===== config.mk =====
export PLATFORM = sky130hd
export DESIGN_NAME = lrsc_monitor
export DESIGN_NICKNAME = d
export VERILOG_FILES = /design/src/rtl/lrsc_pkg.sv /design/src/rtl/lrsc_resv_slot.sv /design/src/rtl/lrsc_fail_ctr.sv /design/src/rtl/lrsc_monitor.sv
export SDC_FILE = /design/constraint.sdc
export NUM_CORES = 1
export LEC_CHECK = 0
export BUFFER_PORTS_ARGS = -buffer_cell sky130_fd_sc_hd__buf_4
export CAP_MARGIN = 40
export CORE_ASPECT_RATIO = 1.4
export CORE_MARGIN = 4
export CORE_UTILIZATION = 33
export CTS_CLUSTER_SIZE = 30
export DETAILED_ROUTE_END_ITERATION = 12
export GPL_TIMING_DRIVEN = 0
export MAX_ROUTING_LAYER = met4
export PLACE_DENSITY = 0.46
export REMOVE_ABC_BUFFERS = 1
export SYNTH_ARGS = -nofsm -noshare
export SYNTH_HDL_FRONTEND = slang
export SYNTH_SLANG_ARGS = --single-unit

===== constraint.sdc =====
create_clock -name clk_i -period 5.3 [get_ports clk_i]
set_input_delay 1.06 -clock clk_i [delete_from_list [all_inputs] [get_ports clk_i]]
set_output_delay 1.06 -clock clk_i [all_outputs]
set_load 0.01 [all_outputs]

===== src/rtl/lrsc_pkg.sv =====
package lrsc_pkg;
  typedef enum logic [1:0] {
    OP_LL    = 2'd0,
    OP_SC    = 2'd1,
    OP_ST    = 2'd2,
    OP_SC_UC = 2'd3
  } lrsc_op_e;
endpackage


===== src/rtl/lrsc_resv_slot.sv =====
module lrsc_resv_slot #(
  parameter int BLK_W = 28
) (
  input  logic             clk_i,
  input  logic             rst_ni,
  input  logic [BLK_W-1:0] blk_i,
  input  logic             set_i,
  input  logic             own_fail_i,
  input  logic             inval_i,
  output logic             vld_o,
  output logic             hit_o
);
  logic [BLK_W-1:0] blk_q;
  logic             vld_q;

  assign hit_o = (blk_q == blk_i);
  assign vld_o = vld_q;

  always_ff @(posedge clk_i or negedge rst_ni) begin
    if (!rst_ni) begin
      vld_q <= 1'b0;
      blk_q <= '0;
    end else begin
      // clearing wins over setting
      if ((inval_i && hit_o) || own_fail_i) vld_q <= 1'b0;
      else if (set_i) vld_q <= 1'b1;
      if (set_i) blk_q <= blk_i;
    end
  end
endmodule


===== src/rtl/lrsc_fail_ctr.sv =====
module lrsc_fail_ctr #(
  parameter int CNT_W       = 32,
  parameter int WARN_PERIOD = 100000
) (
  input  logic clk_i,
  input  logic rst_ni,
  input  logic fail_i,
  input  logic clr_i,
  output logic warn_o
);
  localparam int PH_W = (WARN_PERIOD > 2) ? $clog2(WARN_PERIOD) : 1;
  localparam logic [CNT_W-1:0] CNT_MAX = '1;
  localparam logic [PH_W-1:0]  PH_LAST = PH_W'(WARN_PERIOD - 1);

  logic [CNT_W-1:0] cnt_q;
  logic [PH_W-1:0]  ph_q;
  logic             step;

  assign step   = fail_i && (cnt_q != CNT_MAX);
  assign warn_o = step && (ph_q == PH_LAST);

  always_ff @(posedge clk_i or negedge rst_ni) begin
    if (!rst_ni) begin
      cnt_q <= '0;
      ph_q  <= '0;
    end else if (clr_i) begin
      cnt_q <= '0;
      ph_q  <= '0;
    end else if (step) begin
      cnt_q <= cnt_q + 1'b1;
      ph_q  <= (ph_q == PH_LAST) ? '0 : ph_q + 1'b1;
    end
  end
endmodule


===== src/rtl/lrsc_monitor.sv =====
module lrsc_monitor
  import lrsc_pkg::*;
#(
  parameter int NUM_CTX     = 4,
  parameter int ADDR_W      = 32,
  parameter int GRAN_BITS   = 4,
  parameter int CNT_W       = 32,
  parameter int WARN_PERIOD = 100000,
  localparam int CTX_W      = (NUM_CTX > 1) ? $clog2(NUM_CTX) : 1
) (
  input  logic              clk_i,
  input  logic              rst_ni,
  input  logic              req_vld_i,
  input  logic [CTX_W-1:0]  req_ctx_i,
  input  logic [1:0]        req_op_i,
  input  logic [ADDR_W-1:0] req_addr_i,
  output logic              sc_rsp_vld_o,
  output logic              sc_rsp_ok_o,
  output logic              mem_we_o,
  output logic              warn_o,
  output logic [CTX_W-1:0]  warn_ctx_o
);
  localparam int BLK_W = ADDR_W - GRAN_BITS;

  lrsc_op_e         op;
  logic [BLK_W-1:0] blk;
  logic             is_ll, is_sc, is_st, is_uc;
  logic [NUM_CTX-1:0] rsv_vld, rsv_hit, warn_hit;
  logic             own_vld, own_hit, sc_ok, inval;

  assign op    = lrsc_op_e'(req_op_i);
  assign blk   = req_addr_i[ADDR_W-1:GRAN_BITS];
  assign is_ll = req_vld_i && (op == OP_LL);
  assign is_sc = req_vld_i && (op == OP_SC);
  assign is_st = req_vld_i && (op == OP_ST);
  assign is_uc = req_vld_i && (op == OP_SC_UC);

  assign own_vld = rsv_vld[req_ctx_i];
  assign own_hit = rsv_hit[req_ctx_i];
  assign sc_ok   = is_sc && own_vld && own_hit;
  assign inval   = is_st || is_uc || sc_ok;

  for (genvar g = 0; g < NUM_CTX; g++) begin : g_ctx
    logic sel;
    assign sel = (req_ctx_i == CTX_W'(g));

    lrsc_resv_slot #(.BLK_W(BLK_W)) u_slot (
      .clk_i      (clk_i),
      .rst_ni     (rst_ni),
      .blk_i      (blk),
      .set_i      (is_ll && sel),
      .own_fail_i (is_sc && sel && !sc_ok),
      .inval_i    (inval),
      .vld_o      (rsv_vld[g]),
      .hit_o      (rsv_hit[g])
    );

    lrsc_fail_ctr #(.CNT_W(CNT_W), .WARN_PERIOD(WARN_PERIOD)) u_ctr (
      .clk_i  (clk_i),
      .rst_ni (rst_ni),
      .fail_i (is_sc && sel && !sc_ok),
      .clr_i  (sel && (sc_ok || is_uc)),
      .warn_o (warn_hit[g])
    );
  end

  always_ff @(posedge clk_i or negedge rst_ni) begin
    if (!rst_ni) begin
      sc_rsp_vld_o <= 1'b0;
      sc_rsp_ok_o  <= 1'b0;
      mem_we_o     <= 1'b0;
      warn_o       <= 1'b0;
      warn_ctx_o   <= '0;
    end else begin
      sc_rsp_vld_o <= is_sc;
      sc_rsp_ok_o  <= is_sc && own_vld;
      mem_we_o     <= inval;
      warn_o       <= |warn_hit;
      if (|warn_hit) warn_ctx_o <= req_ctx_i;
    end
  end
endmodule


# ---- Word-level counts from Yosys, hierarchy flattened
# Index checks and enable logic that the tools add are counted.
dict set report classes {
  addsub 8
  n_lt_le_gt_ge 1
  eq_ne 18
  n_mux 32
  reduce_logical 53
}
# op n
set op_table {}
lappend op_table {{$mux 32} 8}
lappend op_table {{$mux 17} 12}
lappend op_table {{$add 32x1->32 const B} 4}
lappend op_table {{$ne 32x32->1 const B} 4}
lappend op_table {{$eq 28x28->1} 4}
lappend op_table {{$add 17x1->17 const B} 4}
lappend op_table {{$eq 17x17->1 const B} 4}
lappend op_table {{$logic_and 1x1->1} 34}
lappend op_table {{$reduce_bool 2->1} 8}
lappend op_table {{$mux 1} 10}
lappend op_table {{$eq 2x2->1 const B} 4}
lappend op_table {{$logic_or 1x1->1} 7}
lappend op_table {{$bmux 1 s2} 2}
lappend op_table {{$eq 2x1->1 const B} 2}
lappend op_table {{$logic_not 2->1} 2}
lappend op_table {{$reduce_or 4->1} 1}
lappend op_table {{$lt 2x3->1 const B} 1}
lappend op_table {{$logic_not 1->1} 1}
dict set report word_totals {
  register_bits 318
  output_inout_bits 6
  wordCells 133
}

# ---- Longest topological paths before layout
# Gate-level depths: netlist of run 1.
dict set report depth {
  word_depth 9
  depth_mapped 12
  ltp_nobuf 9
}

# ---- Hierarchy
# Synthesis of run 1 repeated with hierarchy kept, for this count alone.
dict set report hier_totals {
  cells_unflattened 1787
  hier_area_um2 17894.7
}
# module n_inst cells_each area_per_inst_um2 seq_area_each_um2
set modules_own_cells {}
lappend modules_own_cells {{lrsc_fail_ctr (g_ctx[0].u_ctr ...)} 3 339 3025.4 1226.2}
lappend modules_own_cells {lrsc_resv_slot 4 102 1382.6 725.7}
lappend modules_own_cells {{lrsc_fail_ctr (g_ctx[1].u_ctr)} 1 324 2921.6 1226.2}
lappend modules_own_cells {lrsc_monitor 1 38 366.6 150.1}

# ---- Least setup slack after synthesis of run 1
# No wires, ideal clock.
dict set report synth_timing {
  path_kind {input port to flip-flop}
  from {in req_addr_i[17]}
  to {reg g_ctx[3].u_ctr.cnt_q[6]}
  arrival_ps 3205
  required_time_ps 5180
  path_slack_ps 1975
  path_stages 12
  path_cell_list {buf_2 xor2_1 nor4_1 nand4_1 o31ai_4 nand2_1 clkbuf_8 o21ai_2 buf_4 buf_4 a21oi_1 a31o_2}
}
dict set report synth_via {
  elab_chain_len 8
  elab_cells_between_ends 14
}
# item line_no
set synth_rtl {}
lappend synth_rtl {{start, declared} lrsc_monitor.sv:16} ;# input logic [ADDR_W-1:0] req_addr_i,
lappend synth_rtl {{$eq 28x28->1} lrsc_resv_slot.sv:16} ;# assign hit_o = (blk_q == blk_i);
lappend synth_rtl {{$bmux 1 s2 (*)} lrsc_monitor.sv:39} ;# assign own_hit = rsv_hit[req_ctx_i];
lappend synth_rtl {{$mux 1 (not written as such) (*)} lrsc_monitor.sv:39}
lappend synth_rtl {{$logic_and 1x1->1 (*)} lrsc_monitor.sv:40} ;# assign sc_ok = is_sc && own_vld && own_hit;
lappend synth_rtl {{$logic_not 1->1} lrsc_monitor.sv:61} ;# .fail_i (is_sc && sel && !sc_ok),
lappend synth_rtl {{$logic_and 1x1->1} lrsc_monitor.sv:61}
lappend synth_rtl {{$logic_and 1x1->1} lrsc_fail_ctr.sv:19} ;# assign step = fail_i && (cnt_q != CNT_MAX);
lappend synth_rtl {{$reduce_bool 2->1 (no line)} n/a}
lappend synth_rtl {{end signal, assigned} lrsc_fail_ctr.sv:30} ;# cnt_q <= cnt_q + 1'b1;
lappend synth_rtl {{end, declared} lrsc_fail_ctr.sv:15} ;# logic [CNT_W-1:0] cnt_q;
# Mark *: on every way between the ends. The rest lies on a longest branch, timed or not. The select of a mux whose other input is x is not followed.
# A chain may end at the register's enable or synchronous reset.

# ---- Worst setup path in the final report of run 1
dict set report layout_timing {
  from {in req_addr_i[18]}
  to {reg g_ctx[1].u_ctr.ph_q[0]}
}
dict set report layout_via {
  elab_chain_len 8
  elab_cells_between_ends 14
}
# item line_no
set layout_rtl {}
lappend layout_rtl {{$eq 28x28->1} lrsc_resv_slot.sv:16}
lappend layout_rtl {{$bmux 1 s2 (*)} lrsc_monitor.sv:39}
lappend layout_rtl {{$mux 1 (not written as such) (*)} lrsc_monitor.sv:39}
lappend layout_rtl {{$logic_and 1x1->1 (*)} lrsc_monitor.sv:40}
lappend layout_rtl {{$logic_not 1->1} lrsc_monitor.sv:61}
lappend layout_rtl {{$logic_and 1x1->1} lrsc_monitor.sv:61}
lappend layout_rtl {{$logic_and 1x1->1} lrsc_fail_ctr.sv:19}
lappend layout_rtl {{$reduce_bool 2->1 (no line)} n/a}
lappend layout_rtl {{end signal, assigned} lrsc_fail_ctr.sv:31} ;# ph_q <= (ph_q == PH_LAST) ? '0 : ph_q + 1'b1;
lappend layout_rtl {{end, declared} lrsc_fail_ctr.sv:16} ;# logic [PH_W-1:0] ph_q;
# Marked as above.

==> impl_metrics.ini, run 1 <==
[layout]
layout.nets = 1769
drive_above_1_share_pct = 16.5
post_layout_nonfiller_instances = 2401
area_delta_synth_final_pct = 14.1

[yosys]
syn_area_um2 = 17000
synthMuxAreaShare_pct = 8.99
yosysSeqAreaShare_pct = 46.8
synth_top_family_by_area = simple AND/OR/NAND/NOR gates
yosys.area.top_type = dfrtp_1
synthMostInstantiatedCell = dfrtp_1
synthCells = 1705
avgSynthCellArea_um2 = 9.98
ys_warn_count = 0
async_flop_share_pct = 100
netlist_top_cells_area = dfrtp_1 (47%), mux2_2 (7.7%), xnor2_1 (4.8%), xor2_1 (3.3%), a21oi_1 (3.3%)
synth-edff-count = 0
synth-compound-area-share_pct = 11.3
synth-seq-cells = 318
synth_flop_cell = dfrtp_1
synth-xor-area-share_pct = 8.08
synthAdderAreaFrac_pct = 0.588
synth_top_area_share_pct = 46.8
synth_common_cells = dfrtp_1 (318), nand2_1 (120), mux2_2 (117)
yosysUniqueCellTypes = 70
synth-simple-area-share_pct = 20.9

[global_routing]
overflow = 0
grt_max_degree = 114
grt_pass1_vias = 13004
antenna_found_initial = 3
gr-usage-all-layers_pct = 16.0
grt_pass1_wl_mm = 70.4

[detailed_routing]
wirelength_mm = 42.8
firstDrtPassIters = 5
via_count = 13002
drt-initial-drc-count = 556
final_antenna_net_count = 0
drc_errors = 0
post_drt_via_cell_ratio = 5.42
wire_per_inst_um = 17.8

[setup_path]
cp_data_arrival_time_ns = 4.63
worstPathRequired_ns = 5.73
cp-end-kind = register
cp_max_fo = 13
critPathLaunchType = primary input
crit_type = primary input to register

[cts]
clk_latency_ns = 0.56
cts-hold-fix-buffers = 0
root_buffer = clkbuf_16
cts.sinks = 318
path_clk_slew_ns = 0.06
numCtsBuffers = 37
cts_tree = yes
cts.path.max_buffers = 3
htreeDepth = 2
post_cts_buffers = 0
cts_resized = 0

[placed_design]
portBuffers = 40
dp.cells = 2333
gp_congestion = 0.801
dp_hpwl_mm = 29.7
pre_cts_slack_ns = 0.391

[power]
cellPowerDensity_nw_per_um2 = 321
irDropWorstVdd_uv = 287
power_leakage_nw = 7.97

[sta]
max_slew_margin_pct = 39.6
post-route-period-util_pct = 79.2
hold_viol_final = 0
finalMaxSlewViolations = 0
finalClockSkew_ns = 0.0218
rsz0062_at_grt = no
finalWorstSetupSlack_ns = 1.10
tightest_slew_ns = 0.903
finalSetupViolCount = 0
fmax_mhz = 238
min_period_ns = 4.20

[floorplan]
die_area_um2 = 55300
io_pins = 45
core_um2 = 51000
rows = 98
die_x_um = 200
start_util_pct = 33.4
die_y_um = 277

[flow_run]
cap_violations = 0

[outcome]
status = finished clean

[min_path]
min_path_type = register to register
flip-flops by register name, summed over array words and instances (netlist names):
register and count:
warn_ctx_o 2, sc_rsp_ok_o 1, g_ctx.u_slot.blk_q 112, g_ctx.u_ctr.ph_q 68
g_ctx.u_slot.vld_o 4, warn_o 1, mem_we_o 1, g_ctx.u_ctr.cnt_q 128
sc_rsp_vld_o 1
layer usage:
layer	track usage, %	part of all wire, %
met1	19.3	43
met2	27.5	51
met3	2.49	3.3
met4	4.79	2.5
met5	-	0
cell usage in the layout, fill, tap and decap left out, types with 64 or more instances in the layout:
master	Yosys	routed
dfrtp_1	318	318
nor2_1	113	113
xnor2_1	93	93
o21ai_0	72	71
nand2_1	120	120
mux2_2	117	117
nand4_1	66	66
a21oi_1	111	108
xor2_1	64	64
nand3_1	79	79
worst paths after layout:
path | from | end | slack, ns | cells after the start
setup / recovery | req_addr_i[18] | g_ctx[1].u_ctr.ph_q[0] | 1.10 | 9
min in group asynchronous | rst_ni | g_ctx[0].u_ctr.cnt_q[12] | 0.56 | 1
setup reg to reg | g_ctx[3].u_slot.blk_q[14] | g_ctx[1].u_ctr.ph_q[0] | 1.41 | 8
hold reg to reg | warn_ctx_o[1] | warn_ctx_o[1] | 0.51 | 1
max in group asynchronous | rst_ni | g_ctx[1].u_slot.blk_q[20] | 3.64 | 2
hold / removal | warn_ctx_o[1] | warn_ctx_o[1] | 0.51 | 1
layout make-up:
class                      count  area (um^2)
clock inverter                 7         63.8
multi-input combinational   1269         8550
sequential                   318         7960
tap                          650          813
timing repair buffer          70          761
clock buffer                  59         1170
fill                        5136        31600
antenna                        2         5.00
inverter                      26         97.6
kinds of logic (layout without fill, tap and decap cells):
family,count (synthesis),after routing
XOR/XNOR,157,157
AO/OA/AOI/OAI,308,308
buffers and inverters,118,162
multiplexers,137,137
AND/OR/NAND/NOR,659,659
other,0,2
adder cells (fa/ha/maj),8,8
flip-flops,318,318
report_power, final:
part / leakage (nW) / internal, mW / switching [mW]
clock network: 0.615 / 1.56 / 1.06
registers: 4.21 / 2.69 / 0.189
logic: 3.15 / 0.390 / 0.336
critical path, cell delays in order:
cell and delay, ns:
buf_4 0.16, xor2_1 0.22, nor4_1 0.49, nand4_1 0.34, o31ai_4 0.44, nand2_1 0.55
o21ai_2 0.65, o21ai_0 0.36, mux2_2 0.36
through the flow:
step | setup TNS (ns) | cell area [um^2] | total power [mW] | hold WS (ns) | util (%)
floorplan | 0 | 16500 | 3.39 | 0.472 | -
global placement | -155.71 | 17700 | 3.63 | 0.494 | 34.6
detailed placement | 0 | 18200 | 3.67 | 0.502 | 35.6
CTS | 0 | 19400 | 6.35 | 0.516 | 38.1
global route | 0 | 19400 | 6.54 | 0.531 | 38.1
finish | 0 | 19400 | 6.23 | 0.508 | 38.1
Note: power is estimated with default switching activity, not from simulation.
==> inputs of run 2 (changes only) <==
==> constraint.sdc (replaced) <==
create_clock -name clk_i -period 4 [get_ports clk_i]
set_input_delay 0.8 -clock clk_i [delete_from_list [all_inputs] [get_ports clk_i]]
set_output_delay 0.8 -clock clk_i [all_outputs]
set_load 0.01 [all_outputs]
==> run 2 against run 1 <==
Effect of this change:
- sequential share of layout area decreased by 0.097 points
- largest power group unchanged
- via count about the same
- critical path depth is the same
- clock power increased by 32%
- first-iteration DRC count rose by 2.0%
- clock skew is essentially flat
==> impl_metrics.ini, run 2 (synthesized netlist as in run 1, its figures left out) <==
[setup_path]
r2r_end = g_ctx[1].u_ctr.ph_q[0]
cp_data_arrival_time_ns = 4.25
r2r_cells = 8
crit_type = primary input to register
crit_end = g_ctx[1].u_ctr.ph_q[0]
worstPathRequired_ns = 4.43
cp-end-kind = register
worstSetupStartpoint = req_addr_i[18]
r2r_start = g_ctx[3].u_slot.blk_q[14]
rrSetupSlack_ns = 0.23
critPathLaunchType = primary input
cp_max_fo = 13

[power]
internal_power_mw = 6.16
p_sw_share_pct = 25.5
seqPwrFrac_pct = 46.3
p_comb_share_pct = 11.7
power.switching_mw = 2.10
cellPowerDensity_nw_per_um2 = 424
power.total_mw = 8.26
power_leakage_nw = 7.99
power_frac_clock_pct = 42.1
irDropWorstVdd_uv = 381

[global_routing]
grt_pass1_vias = 13015
antenna_found_initial = 3
gr-usage-all-layers_pct = 16.1
grt_max_degree = 114
overflow = 0
grt_pass1_wl_mm = 70.6

[sta]
rsz0062_at_grt = no
max_slew_margin_pct = 39.1
post-route-period-util_pct = 95.4
tns_ns = 0
finalSetupViolCount = 0
fmax_mhz = 262
min_period_ns = 3.82
finalClockSkew_ns = 0.0214
finalMaxSlewViolations = 0
tightest_slew_ns = 0.911
holdWs_ns = 0.291
hold_viol_final = 0

[cts]
clk_latency_ns = 0.56
htreeDepth = 2
cts.sinks = 318
path_clk_slew_ns = 0.06
numCtsBuffers = 37
cts_tree = yes
cts.path.max_buffers = 3
cts-hold-fix-buffers = 0
root_buffer = clkbuf_16

[min_path]
min_path_type = primary input to async pin

[floorplan]
rows = 98
start_util_pct = 33.4
io_pins = 45
die_x_um = 200
core_um2 = 51000
die_y_um = 277
die_area_um2 = 55300

[detailed_routing]
drt-initial-drc-count = 567
firstDrtPassIters = 5
wirelength_mm = 43.1
final_antenna_net_count = 0
post_drt_via_cell_ratio = 5.41
wire_per_inst_um = 17.9
drc_errors = 0
via_count = 13006

[layout]
area_delta_synth_final_pct = 14.4
layout.nets = 1773
utilization_pct = 38.2
reg_top3 = g_ctx.u_ctr.cnt_q: 128 flops, g_ctx.u_slot.blk_q: 112 flops, g_ctx.u_ctr.ph_q: 68 flops
fillCellCount = 5129
top_register = g_ctx.u_ctr.cnt_q
layout_commonest_cell = dfrtp_1
drive_above_1_share_pct = 16.7
largest_reg_flops = 128
layout_common_cells = dfrtp_1 (318), nand2_1 (120), mux2_2 (117)

[placed_design]
portBuffers = 40
dp_hpwl_mm = 29.7
gp_congestion = 0.801

[outcome]
status = finished clean

[flow_run]
cap_violations = 0
## run 2: cell types whose count changed in the layout (fill, tap and decap cells not counted)
cell and delta:
buf_4 +3, o21ai_4 +2, o21ai_2 -2, a21oi_2 +1
## run 2: repair_timing
action                                  4_1_cts  5_1_grt
pin swaps                                     1        1
resized for setup                             0        2
endpoints found under the setup margin       22       24
setup buffers                                 0        3
gates cloned                                  1        0
## run 2: worst max-delay path: stages
cell,delay (ns)
buf_4,0.16
xor2_1,0.22
nor4_1,0.48
nand4_1,0.34
o31ai_4,0.44
nand2_1,0.59
o21ai_4,0.56
o21ai_0,0.31
mux2_2,0.35
## run 2: final cells by class
type,instances,area [um^2],area share (%)
diodes,2,5.00,0.0257
clock inverters,7,63.8,0.328
well taps,650,813,4.18
flip-flops and latches,318,7960,40.9
multi-input cells,1270,8570,44.0
clock buffers,59,1170,6.02
inverters,26,97.6,0.501
repair buffers,73,783,4.02
## run 2: power by group through the flow
stage | combinational (mW) | clock, mW | sequential (mW)
after global placement | 0.944 | 0 | 3.86
after global routing | 1.09 | 3.71 | 3.87
final | 0.965 | 3.47 | 3.82
after CTS | 0.990 | 3.60 | 3.82
after floorplan | 0.670 | 0 | 3.83
after detailed placement | 0.986 | 0 | 3.88
## run 2: worst min path at each step
| stage | start | end | slack, ns | depth (start not counted) |
|---|---|---|---|---|
| global route | rst_ni | g_ctx[3].u_ctr.ph_q[6] | 0.36 | 1 |
| detailed placement | warn_ctx_o[1] | warn_ctx_o[1] | 0.50 | 1 |
| finish | rst_ni | g_ctx[0].u_ctr.cnt_q[12] | 0.29 | 1 |
| floorplan | g_ctx[0].u_ctr.cnt_q[2] | g_ctx[0].u_ctr.cnt_q[2] | 0.47 | 1 |
| global placement | warn_ctx_o[1] | warn_ctx_o[1] | 0.49 | 1 |
| CTS | rst_ni | g_ctx[0].u_ctr.cnt_q[4] | 0.32 | 1 |
## run 2: metrics by stage
stage	cell area (um^2)	cells	setup slack, ns
5_1_grt	19500	2405	0.0129
3_5_place_dp	18200	2333	-0.649
6_report	19500	2405	0.184
2_1_floorplan	16500	1613	-0.0986
4_1_cts	19400	2400	0.0314
3_3_place_gp	17700	2303	-2.73
## run 2: per-layer routing
layer	vias to the layer above	wire [um]	track usage, %
met5	-	0	-
met4	0	1050	4.79
met3	61	1420	2.49
met2	174	22200	27.6
met1	6482	18500	19.4
li1	6289	-	-
==> inputs of run 3 (changes only) <==
--- a/config.mk
+++ b/config.mk
@@ -10,6 +10,7 @@
 export CORE_ASPECT_RATIO = 1.4
 export CORE_MARGIN = 4
 export CORE_UTILIZATION = 33
+export CTS_BUF_LIST = sky130_fd_sc_hd__clkbuf_2
 export CTS_CLUSTER_SIZE = 30
 export DETAILED_ROUTE_END_ITERATION = 12
 export GPL_TIMING_DRIVEN = 0
==> constraint.sdc (replaced) <==
create_clock -name clk_i -period 4 [get_ports clk_i]
set_input_delay 0.8 -clock clk_i [delete_from_list [all_inputs] [get_ports clk_i]]
set_output_delay 0.8 -clock clk_i [all_outputs]
set_load 0.05 [all_outputs]
==> run 3 against run 2 <==
Effect of this change:
- the run now ends with setup timing left
- utilization decreased by 0.63 points
- non-clock buffer count is 18 higher
- largest power group unchanged
- wire length up 0.84%
- power decreased by 14%
- global-route usage increased by 0.19 points
- first-iteration DRC count shrank 4.6%
- largest cell class unchanged
- worst setup slack worse by 0.20 ns
- cell area decreased by 1.7%
==> impl_metrics.ini, run 3 (synthesized netlist as in run 1, its figures left out) <==
[outcome]
status = complete, but fails checks
violations = setup timing

[global_routing]
antenna_found_initial = 4
overflow = 0
grt_max_degree = 114
grt_pass1_vias = 13556
grt_pass1_wl_mm = 71.4
gr-usage-all-layers_pct = 16.3

[floorplan]
io_pins = 45
core_um2 = 51000
rows = 98
die_x_um = 200
die_y_um = 277
die_area_um2 = 55300
start_util_pct = 33.4

[layout]
largest_reg_flops = 128
top_register = g_ctx.u_ctr.cnt_q
layout_commonest_cell = dfrtp_1
layout_common_cells = dfrtp_1 (318), clkbuf_2 (140), nand2_1 (120)
layout.nets = 1840
post_layout_nonfiller_instances = 2506
utilization_pct = 37.5
area_delta_synth_final_pct = 12.5
final_area_um2 = 19100
fillCellCount = 5214
drive_above_1_share_pct = 20.1
reg_top3 = g_ctx.u_ctr.cnt_q: 128 flops, g_ctx.u_slot.blk_q: 112 flops, g_ctx.u_ctr.ph_q: 68 flops

[detailed_routing]
wirelength_mm = 43.5
final_antenna_net_count = 0
via_count = 13362
drc_errors = 0
wire_per_inst_um = 17.4
drt-initial-drc-count = 541
post_drt_via_cell_ratio = 5.33
firstDrtPassIters = 7

[setup_path]
crit_chain = dlygate4sd3_1 > buf_4 > xor2_1 > nor4_1 > nand4_1 > o31ai_4 > nand2_1 > o21ai_2 > o21ai_0 > mux2_2
crit_path_top_delay_cell = o21ai_2
cp_data_arrival_time_ns = 4.92
cp-end-kind = register
crit_type = primary input to register
crit_buf_inv = 2
cp_max_fo = 13
max_stage_delay_ns = 0.65
critPathLaunchType = primary input
cpLargestDelayFamily = compound AO/OA/AOI/OAI gates
worstPathRequired_ns = 4.91

[placed_design]
pre_cts_slack_ns = -0.649
dp.cells = 2333
dp_hpwl_mm = 29.7
portBuffers = 40
gp_congestion = 0.801
placed_area_um2 = 18200

[sta]
finalSetupViolCount = 1
fmax_mhz = 249
hold_viol_final = 0
rsz0062_at_grt = yes
finalMaxSlewViolations = 0
post-route-period-util_pct = 100
finalClockSkew_ns = 0.0788
min_period_ns = 4.02
finalWorstSetupSlack_ns = -0.0171
holdWs_ns = 0.164
tightest_slew_ns = 0.935
max_slew_margin_pct = 37.5
tns_ns = -0.0171

[cts]
cts.path.max_buffers = 3
htreeDepth = 3
cts.sinks = 318
cts_tree = yes
root_buffer = clkbuf_2
numCtsBuffers = 86
cts_resized = 0
path_clk_slew_ns = 0.09
clk_latency_ns = 1.03

[power]
power.total_mw = 7.09
irDropWorstVdd_uv = 246
power_leakage_nw = 8.05
cellPowerDensity_nw_per_um2 = 371

[min_path]
min_path_type = primary input to register

[flow_run]
cap_violations = 0
## run 3: repair_timing
item,CTS,global route
endpoints found under the hold margin,139,0
hold buffers,19,0
buffers inserted,0,2
endpoints found under the setup margin,0,40
## run 3: worst paths after layout
kind | startpoint | endpoint | slack, ns | cells past startpoint
hold / removal | req_addr_i[28] | g_ctx[2].u_slot.blk_q[24] | 0.16 | 2
min in group asynchronous | rst_ni | g_ctx[3].u_ctr.cnt_q[4] | 0.43 | 2
hold reg to reg | warn_ctx_o[1] | warn_ctx_o[1] | 0.51 | 1
max in group asynchronous | rst_ni | g_ctx[0].u_slot.blk_q[3] | 2.43 | 3
setup / recovery | req_addr_i[18] | g_ctx[1].u_ctr.ph_q[0] | -0.02 | 10
setup reg to reg | g_ctx[3].u_slot.blk_q[14] | g_ctx[1].u_ctr.ph_q[0] | 0.14 | 8
## run 3: metal layers
| metal | vias up | global-route usage [%] | wire, um |
|---|---|---|---|
| met4 | 0 | 5.47 | 989 |
| met2 | 218 | 27.8 | 22500 |
| li1 | 6483 | - | - |
| met1 | 6598 | 19.0 | 18200 |
| met5 | - | - | 0 |
| met3 | 63 | 3.37 | 1840 |
## run 3: power breakdown
group,internal (mW),leakage (nW),switching (mW)
Clock,0.896,0.594,1.40
Sequential,3.56,4.21,0.252
Combinational,0.529,3.24,0.457
Total,4.99,8.05,2.11
## run 3: cell type report
| type | count | area [um^2] | area share [%] |
|---|---|---|---|
| inverters | 26 | 97.6 | 0.510 |
| well taps | 650 | 813 | 4.25 |
| clock buffers | 140 | 701 | 3.66 |
| multi-input cells | 1270 | 8560 | 44.7 |
| clock inverters | 8 | 30.0 | 0.157 |
| flip-flops and latches | 318 | 7960 | 41.6 |
| repair buffers | 91 | 978 | 5.11 |
| diodes | 3 | 7.51 | 0.0392 |
## run 3: worst reg2reg max path: stages, from the launching register on
cell	delay [ns]
dfrtp_1	0.40
xor2_1	0.20
nor4_1	0.49
nand4_1	0.35
o31ai_4	0.45
nand2_1	0.55
o21ai_2	0.65
o21ai_0	0.35
mux2_2	0.35
